--- src/rtl/opnd_pkg.sv ---
package opnd_pkg;

   typedef enum logic [3:0] {
      MD_REG   = 4'd0,
      MD_IMM   = 4'd1,
      MD_ABS   = 4'd2,
      MD_DISP  = 4'd3,
      MD_RIND  = 4'd4,
      MD_IDX   = 4'd5,
      MD_SCL   = 4'd6,
      MD_PINC  = 4'd7,
      MD_PDEC  = 4'd8,
      MD_MIND  = 4'd9
   } mode_e;

   typedef enum logic [1:0] {
      RK_VALUE = 2'd0,
      RK_ADDR  = 2'd1,
      RK_NONE  = 2'd2
   } kind_e;

   localparam int MODE_W = 4;
   localparam int KIND_W = 2;
   localparam int SIZE_W = 2;

endpackage

--- src/rtl/opnd_addr_calc.sv ---
module opnd_addr_calc
   import opnd_pkg::*;
#(
   parameter int AW      = 32,
   parameter int SCALE_W = 2
) (
   input  logic [MODE_W-1:0]  mode,
   input  logic [SIZE_W-1:0]  size,
   input  logic [SCALE_W-1:0] scale,
   input  logic [AW-1:0]      base,
   input  logic [AW-1:0]      index,
   input  logic [AW-1:0]      lit,
   output logic [KIND_W-1:0]  kind,
   output logic [AW-1:0]      value,
   output logic               wb_req,
   output logic [AW-1:0]      wb_data,
   output logic               indirect
);

   localparam int NSHIFT = 1 << SCALE_W;

   logic [AW-1:0] shifted [NSHIFT];
   logic [AW-1:0] step;
   logic [AW-1:0] scaled;

   generate
      for (genvar s = 0; s < NSHIFT; s++) begin : g_shift
         assign shifted[s] = index << s;
      end
   endgenerate

   assign scaled = shifted[scale];

   always_comb begin
      case (size)
         2'd0:    step = AW'(1);
         2'd1:    step = AW'(2);
         default: step = AW'(4);
      endcase
   end

   always_comb begin
      kind     = RK_NONE;
      value    = '0;
      wb_req   = 1'b0;
      wb_data  = '0;
      indirect = 1'b0;
      case (mode_e'(mode))
         MD_REG:  begin kind = RK_VALUE; value = base; end
         MD_IMM:  begin kind = RK_VALUE; value = lit;  end
         MD_ABS:  begin kind = RK_ADDR;  value = lit;  end
         MD_DISP: begin kind = RK_ADDR;  value = base + lit; end
         MD_RIND: begin kind = RK_ADDR;  value = base; end
         MD_IDX:  begin kind = RK_ADDR;  value = base + index; end
         MD_SCL:  begin kind = RK_ADDR;  value = base + scaled + lit; end
         MD_PINC: begin
            kind    = RK_ADDR;
            value   = base;
            wb_req  = 1'b1;
            wb_data = base + step;
         end
         MD_PDEC: begin
            kind    = RK_ADDR;
            value   = base - step;
            wb_req  = 1'b1;
            wb_data = base - step;
         end
         MD_MIND: begin
            kind     = RK_ADDR;
            value    = base;
            indirect = 1'b1;
         end
         default: begin
            kind  = RK_NONE;
            value = '0;
         end
      endcase
   end

endmodule

--- src/rtl/opnd_indirect_fsm.sv ---
module opnd_indirect_fsm #(
   parameter int AW = 32
) (
   input  logic          clk,
   input  logic          rst_n,
   input  logic          start,
   input  logic [AW-1:0] ptr_addr,
   output logic          busy,
   output logic          mem_rd_valid,
   input  logic          mem_rd_ready,
   output logic [AW-1:0] mem_rd_addr,
   input  logic [AW-1:0] mem_rd_data,
   output logic          done,
   output logic [AW-1:0] final_addr
);

   typedef enum logic [1:0] {ST_IDLE, ST_READ, ST_WAIT} ind_state_e;

   ind_state_e    state_q;
   logic [AW-1:0] addr_q;
   logic          done_q;
   logic [AW-1:0] final_q;

   always_ff @(posedge clk) begin
      if (!rst_n) begin
         state_q <= ST_IDLE;
         addr_q  <= '0;
         done_q  <= 1'b0;
         final_q <= '0;
      end else begin
         done_q <= 1'b0;
         case (state_q)
            ST_IDLE: if (start) begin
               state_q <= ST_READ;
               addr_q  <= ptr_addr;
            end
            ST_READ: if (mem_rd_ready) state_q <= ST_WAIT;
            ST_WAIT: begin
               state_q <= ST_IDLE;
               done_q  <= 1'b1;
               final_q <= mem_rd_data;
            end
            default: state_q <= ST_IDLE;
         endcase
      end
   end

   assign busy         = (state_q != ST_IDLE);
   assign mem_rd_valid = (state_q == ST_READ);
   assign mem_rd_addr  = addr_q;
   assign done         = done_q;
   assign final_addr   = final_q;


   rd_hold_chk: assert property (@(posedge clk) disable iff (!rst_n)
      (mem_rd_valid && !mem_rd_ready) |=> (mem_rd_valid && $stable(mem_rd_addr)));


   rd_after_start_chk: assert property (@(posedge clk) disable iff (!rst_n)
      (start && !busy) |=> (mem_rd_valid && busy));


   done_after_data_chk: assert property (@(posedge clk) disable iff (!rst_n)
      (busy && !mem_rd_valid) |=> (done && !busy));

endmodule

--- src/rtl/opnd_locator.sv ---
module opnd_locator
   import opnd_pkg::*;
#(
   parameter int AW      = 32,
   parameter int SCALE_W = 2
) (
   input  logic               clk,
   input  logic               rst_n,
   input  logic               req_valid,
   output logic               req_ready,
   input  logic [3:0]         req_mode,
   input  logic [1:0]         req_size,
   input  logic [SCALE_W-1:0] req_scale,
   input  logic [AW-1:0]      base_val,
   input  logic [AW-1:0]      index_val,
   input  logic [AW-1:0]      literal,
   output logic               res_valid,
   output logic [1:0]         res_kind,
   output logic [AW-1:0]      res_value,
   output logic               wb_en,
   output logic [AW-1:0]      wb_value,
   output logic               busy,
   output logic               mem_rd_valid,
   input  logic               mem_rd_ready,
   output logic [AW-1:0]      mem_rd_addr,
   input  logic [AW-1:0]      mem_rd_data
);

   generate
      if (AW < 8) begin : g_bad_aw
         $error("opnd_locator: AW must be at least 8");
      end
      if (SCALE_W < 1 || SCALE_W > 3) begin : g_bad_scale
         $error("opnd_locator: SCALE_W must be 1..3");
      end
   endgenerate

   logic              accept;
   logic [KIND_W-1:0] c_kind;
   logic [AW-1:0]     c_value;
   logic              c_wb;
   logic [AW-1:0]     c_wb_data;
   logic              c_ind;
   logic              ind_busy;
   logic              ind_done;
   logic [AW-1:0]     ind_addr;

   logic              dir_valid_q;
   logic [KIND_W-1:0] dir_kind_q;
   logic [AW-1:0]     dir_value_q;
   logic              dir_wb_q;
   logic [AW-1:0]     dir_wb_data_q;

   assign req_ready = !ind_busy;
   assign accept    = req_valid && req_ready;

   opnd_addr_calc #(.AW(AW), .SCALE_W(SCALE_W)) u_calc (
      .mode     (req_mode),
      .size     (req_size),
      .scale    (req_scale),
      .base     (base_val),
      .index    (index_val),
      .lit      (literal),
      .kind     (c_kind),
      .value    (c_value),
      .wb_req   (c_wb),
      .wb_data  (c_wb_data),
      .indirect (c_ind)
   );

   opnd_indirect_fsm #(.AW(AW)) u_ind (
      .clk          (clk),
      .rst_n        (rst_n),
      .start        (accept && c_ind),
      .ptr_addr     (c_value),
      .busy         (ind_busy),
      .mem_rd_valid (mem_rd_valid),
      .mem_rd_ready (mem_rd_ready),
      .mem_rd_addr  (mem_rd_addr),
      .mem_rd_data  (mem_rd_data),
      .done         (ind_done),
      .final_addr   (ind_addr)
   );

   always_ff @(posedge clk) begin
      if (!rst_n) begin
         dir_valid_q   <= 1'b0;
         dir_kind_q    <= RK_NONE;
         dir_value_q   <= '0;
         dir_wb_q      <= 1'b0;
         dir_wb_data_q <= '0;
      end else begin
         dir_valid_q <= accept && !c_ind;
         dir_wb_q    <= accept && !c_ind && c_wb;
         if (accept && !c_ind) begin
            dir_kind_q    <= c_kind;
            dir_value_q   <= c_value;
            dir_wb_data_q <= c_wb_data;
         end
      end
   end

   assign res_valid = dir_valid_q || ind_done;
   assign res_kind  = ind_done ? RK_ADDR  : dir_kind_q;
   assign res_value = ind_done ? ind_addr : dir_value_q;
   assign wb_en     = dir_wb_q;
   assign wb_value  = dir_wb_data_q;
   assign busy      = ind_busy;


   wb_with_result_chk: assert property (@(posedge clk) disable iff (!rst_n)
      wb_en |-> (res_valid && res_kind == RK_ADDR));


   ready_vs_busy_chk: assert property (@(posedge clk) disable iff (!rst_n)
      busy |-> !req_ready);


   no_result_while_busy_chk: assert property (@(posedge clk) disable iff (!rst_n)
      ($past(busy) && busy) |-> !res_valid);


   direct_one_cycle_chk: assert property (@(posedge clk) disable iff (!rst_n)
      (req_valid && req_ready && req_mode != 4'd9) |=> res_valid);


   none_kind_chk: assert property (@(posedge clk) disable iff (!rst_n)
      (res_valid && res_kind == RK_NONE) |-> (res_value == '0 && !wb_en));

endmodule

--- config.mk ---
export PLATFORM = sky130hd
export DESIGN_NAME = opnd_locator
export DESIGN_NICKNAME = d
export VERILOG_FILES = /design/src/rtl/opnd_pkg.sv /design/src/rtl/opnd_addr_calc.sv /design/src/rtl/opnd_indirect_fsm.sv /design/src/rtl/opnd_locator.sv
export SDC_FILE = /design/constraint.sdc
export NUM_CORES = 1
export LEC_CHECK = 0
export BUFFER_PORTS_ARGS = -buffer_cell sky130_fd_sc_hd__buf_2
export CAP_MARGIN = 0
export CORE_MARGIN = 5
export CORE_UTILIZATION = 57
export CTS_BUF_LIST = sky130_fd_sc_hd__clkbuf_16
export DETAILED_ROUTE_END_ITERATION = 8
export GPL_ROUTABILITY_DRIVEN = 0
export PLACE_DENSITY = 0.83
export SLEW_MARGIN = 40
export SYNTH_ARGS = -nofsm -noshare
export SYNTH_HDL_FRONTEND = slang
export SYNTH_SLANG_ARGS = --single-unit
--- constraint.sdc ---
create_clock -name clk -period 5.1 [get_ports clk]
set_input_delay 0.51 -clock clk [delete_from_list [all_inputs] [get_ports clk]]
set_output_delay 0.51 -clock clk [all_outputs]
set_load 0.05 [all_outputs]
Word level (Yosys, flattened, before mapping). Index checks and enable logic that the tools add are counted. Widths: inputs -> output; s select.

Memories kept: 0. Output and inout port bits: 103. Input bits: 140. RAM bits: 0. Memory bits (read-only): 0. Logic and storage cells: 64. Bits in latches: 0. Register bits after elaboration: 135.

Bitwise gates (word level): 1. $mul: 0. Muxes and demuxes: 15. Div/mod/pow operators: 0. Shift operators: 0. $add $sub $neg: 6. Equality and inequality tests: 14. Reductions and logical operators: 18. Order comparisons: 1.

Operator list (number): $pmux 32 s6 (1); $add 32x32->32 (5); $mux 32 (3); $bmux 32 s2 (1); $pmux 32 s2 (1); $sub 32x32->32 (1); $eq 4x3->1 const B (4); $eq 4x2->1 const B (2); $eq 4x4->1 const B (2); $pmux 2 s2 (2); $reduce_or 8->1 (1); $mux 2 (3); $pmux 3 s2 (1); $reduce_or 2->1 (3); $eq 2x1->1 const B (2); $eq 4x1->1 const B (1); $logic_and 1x1->1 (4); $logic_not 2->1 (2); $logic_not 4->1 (1); $ne 2x1->1 const B (2); $reduce_and 2->1 (2); $reduce_or 4->1 (1); $ge 3x3->1 const B (1); $mux 1 (3); other kinds (5) (6).

Longest topological paths before layout.
Depth in word-level cells: 7. Mapped depth: 15. Mapped depth without buffers: 13.

Modules after synthesis. Synthesis repeated with hierarchy kept, for this count alone.

Cell total of the unflattened synthesis: 1701. Area, all modules: 13427.9 um^2.

Modules (own cells, without submodules): opnd_addr_calc (cells an instance 1074, sequential area each 0.0 um^2, instances 1, area each 7833.8 um^2); opnd_locator (cells an instance 333, sequential area each 1361.3 um^2, instances 1, area each 3116.7 um^2); opnd_indirect_fsm (cells an instance 294, sequential area each 1341.3 um^2, instances 1, area each 2477.4 um^2).

Worst setup path before layout. OpenSTA, ideal clock, no wires.

Path type: input -> register. From: input req_mode[2]. To: register u_ind.addr_q[30], in the netlist u_ind.mem_rd_addr[30]. Data arrival time: 4.379 ns. Setup slack: 0.583 ns. Setup time: 0.137 ns. Cell stages on the path: 15. Data required time: 4.963 ns. Path buffers: 3. Cells stage by stage: clkbuf_1 -> nor4bb_1 -> clkbuf_1 -> clkbuf_1 -> mux2_2 -> ha_1 -> fa_1 -> a211oi_1 -> o21ai_0 -> o211ai_1 -> o21ai_0 -> a41oi_1 -> o21bai_1 -> a311oi_1 -> a211oi_1.

Cells in the longest elaborated chain, start to end: 4. Elaborated cells on any way between the ends: 16. Those cells by class: eq/ne (9); mux (2); reduce/logical (5).

RTL lines: start: declaration (RTL line opnd_locator.sv:11) `input logic [3:0] req_mode,`; branches (longest 4 deep; another with $pmux 32 s6); end signal: assignment (RTL line opnd_indirect_fsm.sv:35) `addr_q <= ptr_addr;`; end: declaration (RTL line opnd_indirect_fsm.sv:20) `logic [AW-1:0] addr_q;`.

Parallel ways; which one is timed is not known. A chain may end at the register's enable or synchronous reset.

Worst setup path after layout. Ends and elaborated chain as after synthesis.

==> results.tsv <==
metric	value	unit
Peak VDD IR	0.1839	mV
Top FF cell, synth	dfxtp_1	
FILL cells	1924	
vias in the first global route	13670	
crit path launch type	input port	
Rows	55	
Hold Buf Count CTS	0	
Final #Nets	2048	
Max Fanout on Critical Path	17	
hold path endpoint	u_ind.final_addr[29]	
Worst Hold Path Cells	3	
total global-route track usage	35.47	%
number of flops mapped to enable cells by yosys	0	
Int Pwr	2.388	mW
Core ar.	0.02250	sq mm
Clock power frac	28.3	%
GR peak layer	met2	
register area share after synthesis	20.84	%
leakage power total	6.024	nW
I/O Buffers	242	
element type at the critical path end	flip-flop	
Post-Synthesis Cells	1647	
worst path arrival time	4.63	ns
min cycle time layout	4.335	ns
IO Count	243	
Routed WL per cell	22.52	um
HP Start	mem_rd_data[29]	
Post-Route WL	47.31	mm
Final Skew	0.01749	ns
Post-CTS Setup Inserts	0	
met1 Use GR	44.73	%
final setup violation count	0	
met2 Track Usage GR	53.91	%
Pins Over Slew Limit	0	
#FFs+latches synth	135	
CTS max path bufs	2	
Hold Crit Class	in -> reg	
syn_nets	1891	
worst-margin pin slew	0.9482	ns
Power per Cell Area	279.5	mW/mm^2
largest net degree at the start of global routing	54	
Layout area overhead	14.52	%
worst skew pair latency	0.45	ns
Synth top area share	20.84	%
Reg power frac	27.3	%
RSZ-0062 raised after global routing	false	
Num CTS Buffers	17	
clock tree sinks	135	
Reg clk slew, reported paths	0.07	ns
Finished Layout Cells	2101	
most frequent cells in the layout	buf_2, nand2_1, a21oi_1, dfxtp_1, nor2_1	
Area contributors post-synth	dfxtp_1, a21oi_1, ha_1	
antenna violations before repair	0	
root buffer cell	clkbuf_16	
n_diodes	0	
run status	finished, final reports clean	
setup TNS	0	ns
first-pass GRT wire length	73.34	mm
ys async rst share	0	%
Die H	160.8	um
Reg-to-Reg Start	u_ind.state_q[0]	
H-tree depth	4	
Final Hold Fails	0	
most common cell after layout, fill and taps aside	buf_2	
Crit path required time	5.39	ns
max-cap violation count	0	
GR Layer Usage met3	9.212	%
Antenna Violating Nets Remaining	0	
Yosys cell types	85	
CTS tree	built	
Initial Utilization	57.64	%
combinational share of power	44.4	%
Worst slew margin	36.79	%
cell taking the most area after synthesis	dfxtp_1	
Die Wd	160.8	um
vias per inst	6.814	
r2r worst-path depth	7	
Vias	14320	
PostCTS Resize Cnt	0	
Final period util	85.00	%
share of layout cells above drive strength 1	23.79	%
DP Cell Count	2070	
drt drc	0	
DRT iter0 DRCs	2211	
WS Path Type	in -> reg	
flop2flop setup slack	2.21	ns
YS warnings	0	
Multi-input gate area	0.009694	sq mm
Avg Inst Size Synth	7.875	sq um
total gr overflow	0	
Sequential cell area	0.002703	sq mm
Die ar.	0.02587	sq mm
reg2reg end	dir_value_q[25]	
drt pass-1 iters	7	
Post-Synthesis Cell Area	0.01297	sq mm
Net Switching	1.764	mW
dpl hpwl	35.79	mm
fmax	230.7	MHz
Switching Share	42.49	%
## Yosys cell counts, types with 17 or more instances
master / n
fa_1: 35
or3_1: 22
xnor2_1: 43
o21ai_0: 130
a21oi_1: 184
clkbuf_1: 108
mux2i_1: 17
inv_1: 30
mux2_2: 63
o211ai_1: 23
a31oi_1: 23
nor2_1: 135
nand4_1: 21
a21o_1: 22
ha_1: 69
xor2_1: 19
nor3_1: 35
nand3_1: 35
nand2_1: 185
dfxtp_1: 135
a211oi_1: 32
mux4_2: 28
## worst max path at each step
stage,startpoint,endpoint,slack [ns],cells after the start
final,req_mode[2],u_ind.mem_rd_addr[30],0.77,13
after global placement,req_mode[1],u_ind.mem_rd_addr[30],0.58,13
after global routing,req_mode[2],dir_value_q[29],0.58,13
after detailed placement,req_mode[1],u_ind.mem_rd_addr[30],0.47,13
after CTS,req_mode[1],u_ind.mem_rd_addr[30],0.91,13
after floorplan,req_mode[2],u_ind.mem_rd_addr[30],0.58,15
## layout make-up
type                       instances  area share (%)
timing repair buffer             269           9.687
sequential                       135           18.20
tap                              285           2.401
inverter                          31          0.7834
multi-input combinational       1350           65.27
clock buffer                      17           2.864
clock inverter                    14          0.8003
## layer usage
layer | routed length (um) | share of wire, %
met2 | 20130 | 43
met4 | 3555 | 7.5
met3 | 6078 | 13
met1 | 17540 | 37
met5 | 0 | 0
## flip-flops by register name (all words and copies together), names as in the netlist
signal	flops
u_ind.done	1
u_ind.mem_rd_addr	32
dir_kind_q	2
dir_valid_q	1
u_ind.final_addr	32
wb_value	32
dir_value_q	32
wb_en	1
u_ind.state_q	2
## stage by stage
step | instance area, sq um | power [mW] | utilization, % | hold WS (ns) | setup slack [ns]
after floorplan | 12970 | 2.409 | - | 0.4272 | 0.5834
after global placement | 14240 | 2.872 | 63.29 | 0.4379 | 0.5820
after detailed placement | 14300 | 2.911 | 63.56 | 0.4432 | 0.4671
after CTS | 14850 | 4.082 | 65.98 | 0.3018 | 0.9101
after global routing | 14850 | 4.336 | 66.01 | 0.3082 | 0.5763
final | 14850 | 4.152 | 66.01 | 0.3004 | 0.7651
## critical path, cell delays in order
cell	delay (ns)
buf_2	0.20
nor4bb_4	0.52
buf_4	0.36
mux2_2	0.39
fa_1	0.43
a211oi_1	0.27
o21ai_0	0.21
o211ai_1	0.25
o21ai_0	0.22
a41oi_1	0.62
o21bai_1	0.16
a311oi_1	0.35
a211oi_1	0.12
## kinds of logic after synthesis
kind of cell	synth area share [%]
simple gates	19.93
fa+ha+maj	12.06
mux	11.64
buf+inv	4.997
flops	20.84
compound gates	26.17
xor+xnor	4.360
## power groups by stage
stage	clock network, mW	logic [mW]	registers [mW]
final	1.17	1.84	1.13
after global routing	1.23	1.97	1.14
after CTS	1.18	1.77	1.13
after detailed placement	0	1.76	1.15
after global placement	0	1.72	1.15
after floorplan	0	1.20	1.21
No activity file was read; power rests on OpenSTA's default activity.
